$ cat config.mk
export PLATFORM = sky130hd
export DESIGN_NAME = nco_tod_timer
export DESIGN_NICKNAME = d
export VERILOG_FILES = /design/src/rtl/nco_tod_pkg.sv /design/src/rtl/nco_tod_regs.sv /design/src/rtl/nco_tod_ctrl.sv /design/src/rtl/nco_tod_accum.sv /design/src/rtl/nco_tod_timer.sv
export SDC_FILE = /design/constraint.sdc
export NUM_CORES = 1
export LEC_CHECK = 0
export BUFFER_PORTS_ARGS = -buffer_cell sky130_fd_sc_hd__buf_2
export CORE_MARGIN = 8
export CORE_UTILIZATION = 50
export CTS_BUF_LIST = sky130_fd_sc_hd__clkbuf_4
export CTS_CLUSTER_SIZE = 28
export DETAILED_ROUTE_END_ITERATION = 10
export PLACE_DENSITY = 0.78
export SYNTH_ARGS = -nofsm -noshare
export SYNTH_HDL_FRONTEND = slang
export SYNTH_SLANG_ARGS = --single-unit
$ cat constraint.sdc
create_clock -name clk -period 2.45 [get_ports clk]
set_clock_uncertainty 0.1 [all_clocks]
set_input_delay 0.245 -clock clk [delete_from_list [all_inputs] [get_ports clk]]
set_output_delay 0.245 -clock clk [all_outputs]
set_load 0.01 [all_outputs]
$ cat src/rtl/nco_tod_pkg.sv
package nco_tod_pkg;

    // Word select taken from address bits [3:2]
    typedef enum logic [1:0] {
        SEL_LOW  = 2'd0,
        SEL_MID  = 2'd1,
        SEL_HIGH = 2'd2,
        SEL_INC  = 2'd3
    } word_sel_e;

    // Control states of the rate engine
    typedef enum logic {
        ST_HALT = 1'b0,
        ST_RUN  = 1'b1
    } run_state_e;

    // One-hot write strobes decoded from a host write
    typedef struct packed {
        logic low;
        logic mid;
        logic high;
        logic inc;
    } wr_strobe_t;

endpackage

$ cat src/rtl/nco_tod_regs.sv
module nco_tod_regs
    import nco_tod_pkg::*;
#(
    parameter int DATA_W = 32,
    parameter int NS_W   = 44,
    parameter int LOW_W  = 4,
    parameter int MID_W  = 32,
    parameter int HIGH_W = 8,
    parameter int INC_W  = 32
) (
    input  logic              clk,
    input  logic              rst_n,
    input  logic              host_wr,
    input  logic              host_rd,
    input  word_sel_e         word_sel,
    input  logic [DATA_W-1:0] host_wdata,
    input  logic [NS_W-1:0]   count,
    output wr_strobe_t        strobe,
    output logic [INC_W-1:0]  inc_q,
    output logic [DATA_W-1:0] rdata_q,
    output logic              rvalid_q
);

    localparam int HIGH_LSB = LOW_W + MID_W;

    logic [DATA_W-1:0] rd_mux;

    // Write decode
    always_comb begin
        strobe = '0;
        if (host_wr) begin
            unique case (word_sel)
                SEL_LOW:  strobe.low  = 1'b1;
                SEL_MID:  strobe.mid  = 1'b1;
                SEL_HIGH: strobe.high = 1'b1;
                SEL_INC:  strobe.inc  = 1'b1;
            endcase
        end
    end

    // Increment register
    always_ff @(posedge clk) begin
        if (!rst_n) begin
            inc_q <= '0;
        end else if (strobe.inc) begin
            inc_q <= host_wdata[INC_W-1:0];
        end
    end

    // Read selection; unused bits read as zero
    always_comb begin
        rd_mux = '0;
        unique case (word_sel)
            SEL_LOW:  rd_mux = DATA_W'(count[LOW_W-1:0]);
            SEL_MID:  rd_mux = DATA_W'(count[LOW_W +: MID_W]);
            SEL_HIGH: rd_mux = DATA_W'(count[HIGH_LSB +: HIGH_W]);
            SEL_INC:  rd_mux = DATA_W'(inc_q);
        endcase
    end

    // Registered read response, one cycle after the request
    always_ff @(posedge clk) begin
        if (!rst_n) begin
            rdata_q  <= '0;
            rvalid_q <= 1'b0;
        end else begin
            rvalid_q <= host_rd;
            if (host_rd) begin
                rdata_q <= rd_mux;
            end
        end
    end

    p_rvalid_follows_r7: assert property (@(posedge clk) disable iff (!rst_n)
        host_rd |=> rvalid_q);
    p_rvalid_single_r7: assert property (@(posedge clk) disable iff (!rst_n)
        !host_rd |=> !rvalid_q);
    p_inc_load_r10: assert property (@(posedge clk) disable iff (!rst_n)
        (host_wr && word_sel == SEL_INC) |=> inc_q == $past(host_wdata[INC_W-1:0]));

endmodule

$ cat src/rtl/nco_tod_ctrl.sv
module nco_tod_ctrl
    import nco_tod_pkg::*;
#(
    parameter int DATA_W = 32,
    parameter int INC_W  = 32
) (
    input  logic              clk,
    input  logic              rst_n,
    input  wr_strobe_t        strobe,
    input  logic [DATA_W-1:0] host_wdata,
    output logic              adv_en
);

    run_state_e state_q, state_nx;
    logic       slice_wr;

    assign slice_wr = strobe.low | strobe.mid | strobe.high;

    // Transitions: start (HALT->RUN), stop (RUN->HALT), hold otherwise
    always_comb begin
        state_nx = state_q;
        unique case (state_q)
            ST_HALT: if (strobe.inc && host_wdata[INC_W-1:0] != '0) state_nx = ST_RUN;
            ST_RUN:  if (strobe.inc && host_wdata[INC_W-1:0] == '0) state_nx = ST_HALT;
        endcase
    end

    // State register
    always_ff @(posedge clk) begin
        if (!rst_n) begin
            state_q <= ST_HALT;
        end else begin
            state_q <= state_nx;
        end
    end

    // Outputs
    always_comb begin
        adv_en = 1'b0;
        unique case (state_q)
            ST_HALT: adv_en = 1'b0;
            ST_RUN:  adv_en = !slice_wr;
        endcase
    end

    p_no_adv_on_slice_r8: assert property (@(posedge clk) disable iff (!rst_n)
        slice_wr |-> !adv_en);

endmodule

$ cat src/rtl/nco_tod_accum.sv
module nco_tod_accum
    import nco_tod_pkg::*;
#(
    parameter int DATA_W      = 32,
    parameter int NS_W        = 44,
    parameter int LOW_W       = 4,
    parameter int MID_W       = 32,
    parameter int HIGH_W      = 8,
    parameter int HIGH_WR_LSB = 8,
    parameter int INC_W       = 32,
    parameter int FRAC_W      = 29
) (
    input  logic              clk,
    input  logic              rst_n,
    input  wr_strobe_t        strobe,
    input  logic [DATA_W-1:0] host_wdata,
    input  logic [INC_W-1:0]  inc_q,
    input  logic              adv_en,
    output logic [NS_W-1:0]   count_q
);

    localparam int ACC_W    = NS_W + FRAC_W;
    localparam int HIGH_LSB = LOW_W + MID_W;

    logic [FRAC_W-1:0] frac_q, frac_nx;
    logic [NS_W-1:0]   count_nx;
    logic [ACC_W-1:0]  sum;

    // Fixed-point add; bit FRAC_W of the increment lines up with count bit 0
    assign sum = {count_q, frac_q} + ACC_W'(inc_q);

    always_comb begin
        count_nx = count_q;
        frac_nx  = frac_q;
        if (strobe.low) begin
            count_nx[LOW_W-1:0] = host_wdata[LOW_W-1:0];
            frac_nx             = '0;
        end else if (strobe.mid) begin
            count_nx[LOW_W +: MID_W] = host_wdata[MID_W-1:0];
        end else if (strobe.high) begin
            count_nx[HIGH_LSB +: HIGH_W] = host_wdata[HIGH_WR_LSB +: HIGH_W];
        end else if (adv_en) begin
            {count_nx, frac_nx} = sum;
        end
    end

    always_ff @(posedge clk) begin
        if (!rst_n) begin
            count_q <= '0;
            frac_q  <= '0;
        end else begin
            count_q <= count_nx;
            frac_q  <= frac_nx;
        end
    end

    p_reset_zero_r1: assert property (@(posedge clk)
        !rst_n |=> (count_q == '0 && frac_q == '0));
    p_frozen_r3: assert property (@(posedge clk) disable iff (!rst_n)
        (inc_q == '0 && !strobe.low && !strobe.mid && !strobe.high) |=> $stable(count_q));
    p_advance_r2: assert property (@(posedge clk) disable iff (!rst_n)
        (adv_en && inc_q != '0) |=> {count_q, frac_q} != $past({count_q, frac_q}));
    p_low_load_r4: assert property (@(posedge clk) disable iff (!rst_n)
        strobe.low |=> (count_q[LOW_W-1:0] == $past(host_wdata[LOW_W-1:0]) && frac_q == '0
                        && count_q[NS_W-1:LOW_W] == $past(count_q[NS_W-1:LOW_W])));
    p_mid_load_r5: assert property (@(posedge clk) disable iff (!rst_n)
        strobe.mid |=> (count_q[LOW_W +: MID_W] == $past(host_wdata[MID_W-1:0])
                        && count_q[LOW_W-1:0] == $past(count_q[LOW_W-1:0])));
    p_high_load_r6: assert property (@(posedge clk) disable iff (!rst_n)
        strobe.high |=> count_q[HIGH_LSB +: HIGH_W] == $past(host_wdata[HIGH_WR_LSB +: HIGH_W]));

endmodule

$ cat src/rtl/nco_tod_timer.sv
module nco_tod_timer
    import nco_tod_pkg::*;
#(
    parameter int DATA_W      = 32,
    parameter int ADDR_W      = 4,
    parameter int LOW_W       = 4,
    parameter int MID_W       = 32,
    parameter int HIGH_W      = 8,
    parameter int HIGH_WR_LSB = 8,
    parameter int INC_W       = 32,
    parameter int FRAC_W      = 29,
    localparam int NS_W       = LOW_W + MID_W + HIGH_W
) (
    input  logic              clk,
    input  logic              rst_n,
    input  logic              host_wr,
    input  logic              host_rd,
    input  logic [ADDR_W-1:0] host_addr,
    input  logic [DATA_W-1:0] host_wdata,
    output logic [DATA_W-1:0] host_rdata,
    output logic              rdata_valid,
    output logic [NS_W-1:0]   tod_ns
);

    word_sel_e        word_sel;
    wr_strobe_t       strobe;
    logic [INC_W-1:0] inc_q;
    logic             adv_en;

    assign word_sel = word_sel_e'(host_addr[3:2]);

    nco_tod_regs #(
        .DATA_W(DATA_W), .NS_W(NS_W), .LOW_W(LOW_W),
        .MID_W(MID_W), .HIGH_W(HIGH_W), .INC_W(INC_W)
    ) u_regs (
        .clk(clk), .rst_n(rst_n), .host_wr(host_wr), .host_rd(host_rd),
        .word_sel(word_sel), .host_wdata(host_wdata), .count(tod_ns),
        .strobe(strobe), .inc_q(inc_q), .rdata_q(host_rdata), .rvalid_q(rdata_valid)
    );

    nco_tod_ctrl #(
        .DATA_W(DATA_W), .INC_W(INC_W)
    ) u_ctrl (
        .clk(clk), .rst_n(rst_n), .strobe(strobe),
        .host_wdata(host_wdata), .adv_en(adv_en)
    );

    nco_tod_accum #(
        .DATA_W(DATA_W), .NS_W(NS_W), .LOW_W(LOW_W), .MID_W(MID_W),
        .HIGH_W(HIGH_W), .HIGH_WR_LSB(HIGH_WR_LSB), .INC_W(INC_W), .FRAC_W(FRAC_W)
    ) u_accum (
        .clk(clk), .rst_n(rst_n), .strobe(strobe), .host_wdata(host_wdata),
        .inc_q(inc_q), .adv_en(adv_en), .count_q(tod_ns)
    );

    p_wrap_r9: assert property (@(posedge clk) disable iff (!rst_n)
        ($past(rst_n) && $past(tod_ns) == '1 && $past(adv_en) && $past(inc_q[INC_W-1:FRAC_W]) != '0)
        |-> tod_ns < NS_W'(8));

endmodule

* Word level (Yosys, flattened, before mapping)
Cells that the tools add are included.
** Operators by class
- Reductions and logical operators :: 14
- Add/sub/neg operators :: 1
- Equal/unequal tests :: 6
- Bitwise gates (word level) :: 7
- Muxes and demuxes :: 16
** Operators with widths (number)
- one-hot mux 32 bit (4 select lines) :: 1
- adder 73 x 32 -> 73 bit :: 1
- 2-to-1 mux 44 bit :: 1
- 2-to-1 mux 36 bit :: 1
- logical NOT 32 bit :: 1
- 2-to-1 mux 32 bit :: 1
- nonzero test 32 bit :: 1
- 2-to-1 mux 4 bit :: 3
- AND reduction 3 bit :: 4
- 2-to-1 mux 8 bit :: 1
- 2-to-1 mux 1 bit :: 6
- != test 2 x 1 -> 1 bit (second input constant) :: 3
- nonzero test 2 bit :: 3
- inverter 1 bit :: 5
- == test 2 bit (second input constant) :: 2
- one-hot mux 1 bit (2 select lines) :: 2
- == test 2 x 1 -> 1 bit (second input constant) :: 1
- logical AND 1 bit :: 2
- logical NOT 2 bit :: 1
- OR 1 bit :: 2
- OR reduction 2 bit :: 1
- logical NOT 1 bit :: 1
** Storage, ports and cells
- Bits in registers :: 139
- Output and inout bits :: 77
- Input port bits :: 40
- Logic and storage cells :: 52

* Depth between registers and ports, before layout
- Depth in word-level cells :: 11
- Mapped depth :: 12
- Gate-level depth less buffers :: 11

* Modules after synthesis
From an unflattened synthesis, not the netlist that was laid out.
** Second synthesis, totals
- Cell total of the unflattened synthesis :: 1175
- Area, all modules :: 9116.2 um^2
** By module, submodules not included
- nco_tod_accum :: cells an instance 838, area each 6098.3 um^2, times used 1, sequential area each 1461.4 um^2
- nco_tod_regs :: cells an instance 322, area each 2896.5 um^2, times used 1, sequential area each 1301.2 um^2
- nco_tod_ctrl :: cells an instance 15, area each 121.4 um^2, times used 1, sequential area each 20.0 um^2

* Worst setup path after synthesis
No wires, ideal clock.
- Path kind :: register to register
- From :: register u_regs.inc_q[22]
- To :: register u_accum.count_q[4]
- Data required time :: 2.222 ns
- Setup slack :: -0.225 ns
- Buffers on the path :: 1
- Data arrival time :: 2.448 ns
- Stages on the path, launching flop included :: 12
- Period minus slack after synthesis :: 2.675 ns
- Setup time :: 0.128 ns
- Cells stage by stage :: dfxtp_1 > ha_1 > a21o_1 > a21oi_2 > o21bai_1 > a221o_1 > and2_0 > a311o_1 > buf_6 > nor3b_1 > a221oi_1 > nor2_1
** Between the ends
- Longest elaborated chain between the ends :: 4
** RTL lines
- start, declared :: line nco_tod_regs.sv:19 : output logic [INC_W-1:0] inc_q,
- start signal, assigned :: line nco_tod_regs.sv:46 : inc_q <= host_wdata[INC_W-1:0];
- adder 73 x 32 -> 73 bit :: line nco_tod_accum.sv:30 : assign sum = {count_q, frac_q} + ACC_W'(inc_q);
- 2-to-1 mux 44 bit :: line nco_tod_accum.sv:42 : end else if (adv_en) begin
- 2-to-1 mux 36 bit :: line nco_tod_accum.sv:40 : end else if (strobe.high) begin
- 2-to-1 mux 32 bit :: line nco_tod_accum.sv:38 : end else if (strobe.mid) begin
- end signal, assigned :: line nco_tod_accum.sv:52 : count_q <= count_nx;
- end, declared :: line nco_tod_accum.sv:19 : output logic [NS_W-1:0] count_q
No other way between the ends. The select of a mux whose other input is x is not followed.
A chain may end at the register's enable or synchronous reset.

* Final worst setup path
- From :: register u_regs.inc_q[1]
- To :: register u_accum.count_q[30]
Same word-level chain as after synthesis.

==> results.py <==
metrics = {
    "route": {
        "vias": 10700,
        "drt-total-wl_um": 36300,
        "via_per_inst": 6.48,
        "route.detailed.drc": 0,
        "firstDrtPassIters": 8,
        "postRouteAntennaNets": 0,
        "drtIter0Drc": 1396,
        "wl_per_cell_um": 22.0,
    },
    "placed_design": {
        "preCtsSetupSlack_ps": -415,
        "place_congestion": 0.962,
        "dp_hpwl_um": 23700,
        "dp_cells": 1550,
        "dpl_cell_area_um2": 10500,
        "io_buffers": 114,
    },
    "worst_setup_path": {
        "rr_endpoint": "u_accum.count_q[30]",
        "startpoint_type": "flip-flop",
        "r2r_cells": 12,
        "path_max_fanout": 7,
        "required_ps": 2840,
        "critPathKind": "reg2reg",
        "rrSetupSlack_ps": -410,
        "end_kind": "flip-flop",
        "crit_end": "u_accum.count_q[30]",
        "crit_arrival_ps": 3250,
        "setup.worst_path.start": "u_regs.inc_q[1]",
        "r2r_start": "u_regs.inc_q[1]",
    },
    "floorplanning": {
        "die_y_um": 145,
        "dieArea_um2": 20900,
        "die_x_um": 145,
        "coreArea_um2": 16300,
        "ios": 117,
        "row_count": 47,
        "start_util_pct": 50.6,
    },
    "finish": {
        "final_core_util_pct": 75.5,
        "post-route-cell-area_um2": 12300,
        "area_growth_pct": 49.3,
        "n_fill_cell": 1110,
        "fin_nets": 1487,
        "drive_above_1_share_pct": 38.0,
        "final_cell_count_no_fill": 1649,
    },
    "sta": {
        "clock.fmax_mhz": 350,
        "hold_violations": 0,
        "finalCriticalPeriod_ps": 2860,
        "tightest_slew_ps": 641,
        "max_slew_margin_pct": 57.3,
        "grt_setup_unrepaired": "true",
        "drv_slew": 0,
        "fin_crit_sh_pct": 117,
        "finalSetupViolCount": 59,
        "layout_setup_ws_ps": -407,
    },
    "power_and_ir_drop": {
        "power.switching_mw": 1.79,
        "intPower_mw": 3.46,
        "peakVddDrop_mv": 0.547,
        "leakage_nw": 5.34,
        "power.density_nw_per_um2": 426,
        "p_seq_share_pct": 47.5,
        "sw_frac_of_total_pct": 34.1,
        "clock_power_share_pct": 32.1,
        "combPwrFrac_pct": 20.4,
    },
    "yosys": {
        "yosys_warnings": 0,
        "avgSynthCellArea_um2": 7.61,
        "yosysTopAreaCell": "dfxtp_1",
        "syn_nets": 1159,
        "synth_flop_cell": "dfxtp_1",
        "synth_cell_types": 66,
        "netlist_top_cells_count": "nand2_1 (174), dfxtp_1 (139), a21oi_1 (138)",
        "yosysMostFrequentCell": "nand2_1",
        "synth_top_area_share_pct": 33.7,
        "ys_ff_latch": 139,
        "netlist_area_um2": 8270,
        "synth-edff-count": 0,
        "yosys-top-cells-area": "dfxtp_1 (34%), a21oi_1 (8.4%), nand2_1 (7.9%)",
        "syn_inst": 1086,
        "yosysSeqAreaShare_pct": 33.7,
        "async_reset_ff_share_pct": 0,
    },
    "global_routing": {
        "grt_overflow": 0,
        "grt_pass1_wl_um": 53800,
        "track_usage_pct": 33.1,
        "first_global_vias": 10100,
        "antenna_found_initial": 2,
        "grt_max_degree": 56,
    },
    "run_status": {
        "status": "complete, but fails checks",
        "failed_checks": "negative setup slack",
    },
    "cts": {
        "cts.path.max_buffers": 2,
        "cts_tree": "built",
        "clock_latency_ps": 590,
        "cts.reportedPaths.clkPinSlew_ps": 160,
        "cts_root_buffer": "clkbuf_4",
        "cts_buffers": 17,
        "htree_levels": 4,
        "cts_sinks": 139,
    },
    "job": {
        "maxCapViolations": 0,
    },
    "min_path": {
        "hold_path_class": "in2reg",
    },
}
[timing repair]
action,4_1_cts,5_1_grt
resized for setup,122,85
pin swaps,76,66
setup buffers,20,16
setup endpoints to repair,57,61
cloned,0,1
hold endpoints to repair,81,0
hold buffers,37,0
[area by class of cell]
class / instances / area, um^2 / share of cell area, %
Inverter: 11 / 41.3 / 0.335
Antenna cell: 2 / 5.00 / 0.0406
Timing Repair Buffer: 378 / 2770 / 22.4
Multi-Input combinational cell: 867 / 6130 / 49.7
Tap cell: 220 / 275 / 2.23
Sequential cell: 139 / 2810 / 22.8
Clock buffer: 17 / 128 / 1.03
Clock inverter: 15 / 181 / 1.47
[metrics by stage]
step	TNS, ps	hold slack (ps)	total power, mW
after CTS	-6020	121	5.14
after global placement	-9850	343	3.42
final	-12480	145	5.25
after detailed placement	-12030	354	3.44
after global routing	-17380	158	5.39
after floorplan	-21.3	273	2.97
[layout by cell type, fill, tap and decap left out, drive strengths merged, types with 4 or more instances in the layout]
cell type and instances:
buf 340, nand2 174, dfxtp 139, a21oi 139, nor2 107, o21ai 42
nand3 41, dlygate4sd3 37, mux2i 36, ha 32, and3 26, nand4 24
a31oi 19, nor4 19, inv 19, clkbuf 18, nor3 18, a22oi 16
and2 16, xor2 15, xnor2 13, or3 11, o211ai 11, nor2b 10
a221oi 9, a21o 8, or4 8, a32oi 6, mux2 5, o21bai 5
nand2b 4, a22o 4, mux4 4
[critical path: stages (launching register included)]
cell	delay [ps]
dfxtp_2	370
ha_4	250
a21o_1	150
nand4_1	170
a31o_4	290
o211ai_4	240
buf_6	140
a21oi_4	60
nor3_4	300
nor2_4	100
buf_6	140
o211a_1	200
o31a_1	230
[kinds of logic after synthesis]
kind of cell | share of synthesized area, %
DFF | 33.7
muxes | 6.13
buffers and inverters | 3.87
xor gates and xnor gates | 2.97
AOI/OAI and AO/OA | 22.2
adders and majority gates | 5.08
and+or+nand+nor | 26.1
[power groups by stage]
stage	combinational, mW	clock, mW	sequential (mW)
after floorplan	0.441	0	2.53
after global placement	0.903	0	2.52
after detailed placement	0.920	0	2.52
after CTS	0.990	1.67	2.48
after global routing	1.12	1.77	2.50
final	1.07	1.69	2.50
[flip-flops by register name (all words and copies together), names as in the netlist, named ones only]
| signal | cells |
|---|---|
| u_regs.rdata_q | 32 |
| u_regs.rvalid_q | 1 |
| u_accum.count_q | 44 |
| u_regs.inc_q | 32 |
| u_accum.frac_q | 29 |
[layer usage]
layer	part of all wire, %	wire length, um	GRT usage [%]	vias to the layer above
met4	6.4	2310	18.2	0
met3	14	5200	10.6	230
li1	-	-	-	4600
met2	44	16200	52.5	895
met5	0	0	0	-
met1	35	12700	39.1	4968
[how the worst min path moves through the flow]
stage	slack (ps)	startpoint	cells after the start	end
2_1_floorplan	270	host_wdata[22]	2	u_regs.inc_q[22]
3_3_place_gp	340	u_accum.frac_q[27]	2	u_accum.frac_q[27]
3_5_place_dp	350	u_accum.frac_q[6]	2	u_accum.frac_q[6]
4_1_cts	120	host_wr	4	u_accum.count_q[34]
5_1_grt	160	host_addr[2]	5	u_regs.inc_q[1]
6_report	150	host_wr	5	u_accum.count_q[39]
(Power assumes the default switching activity.)
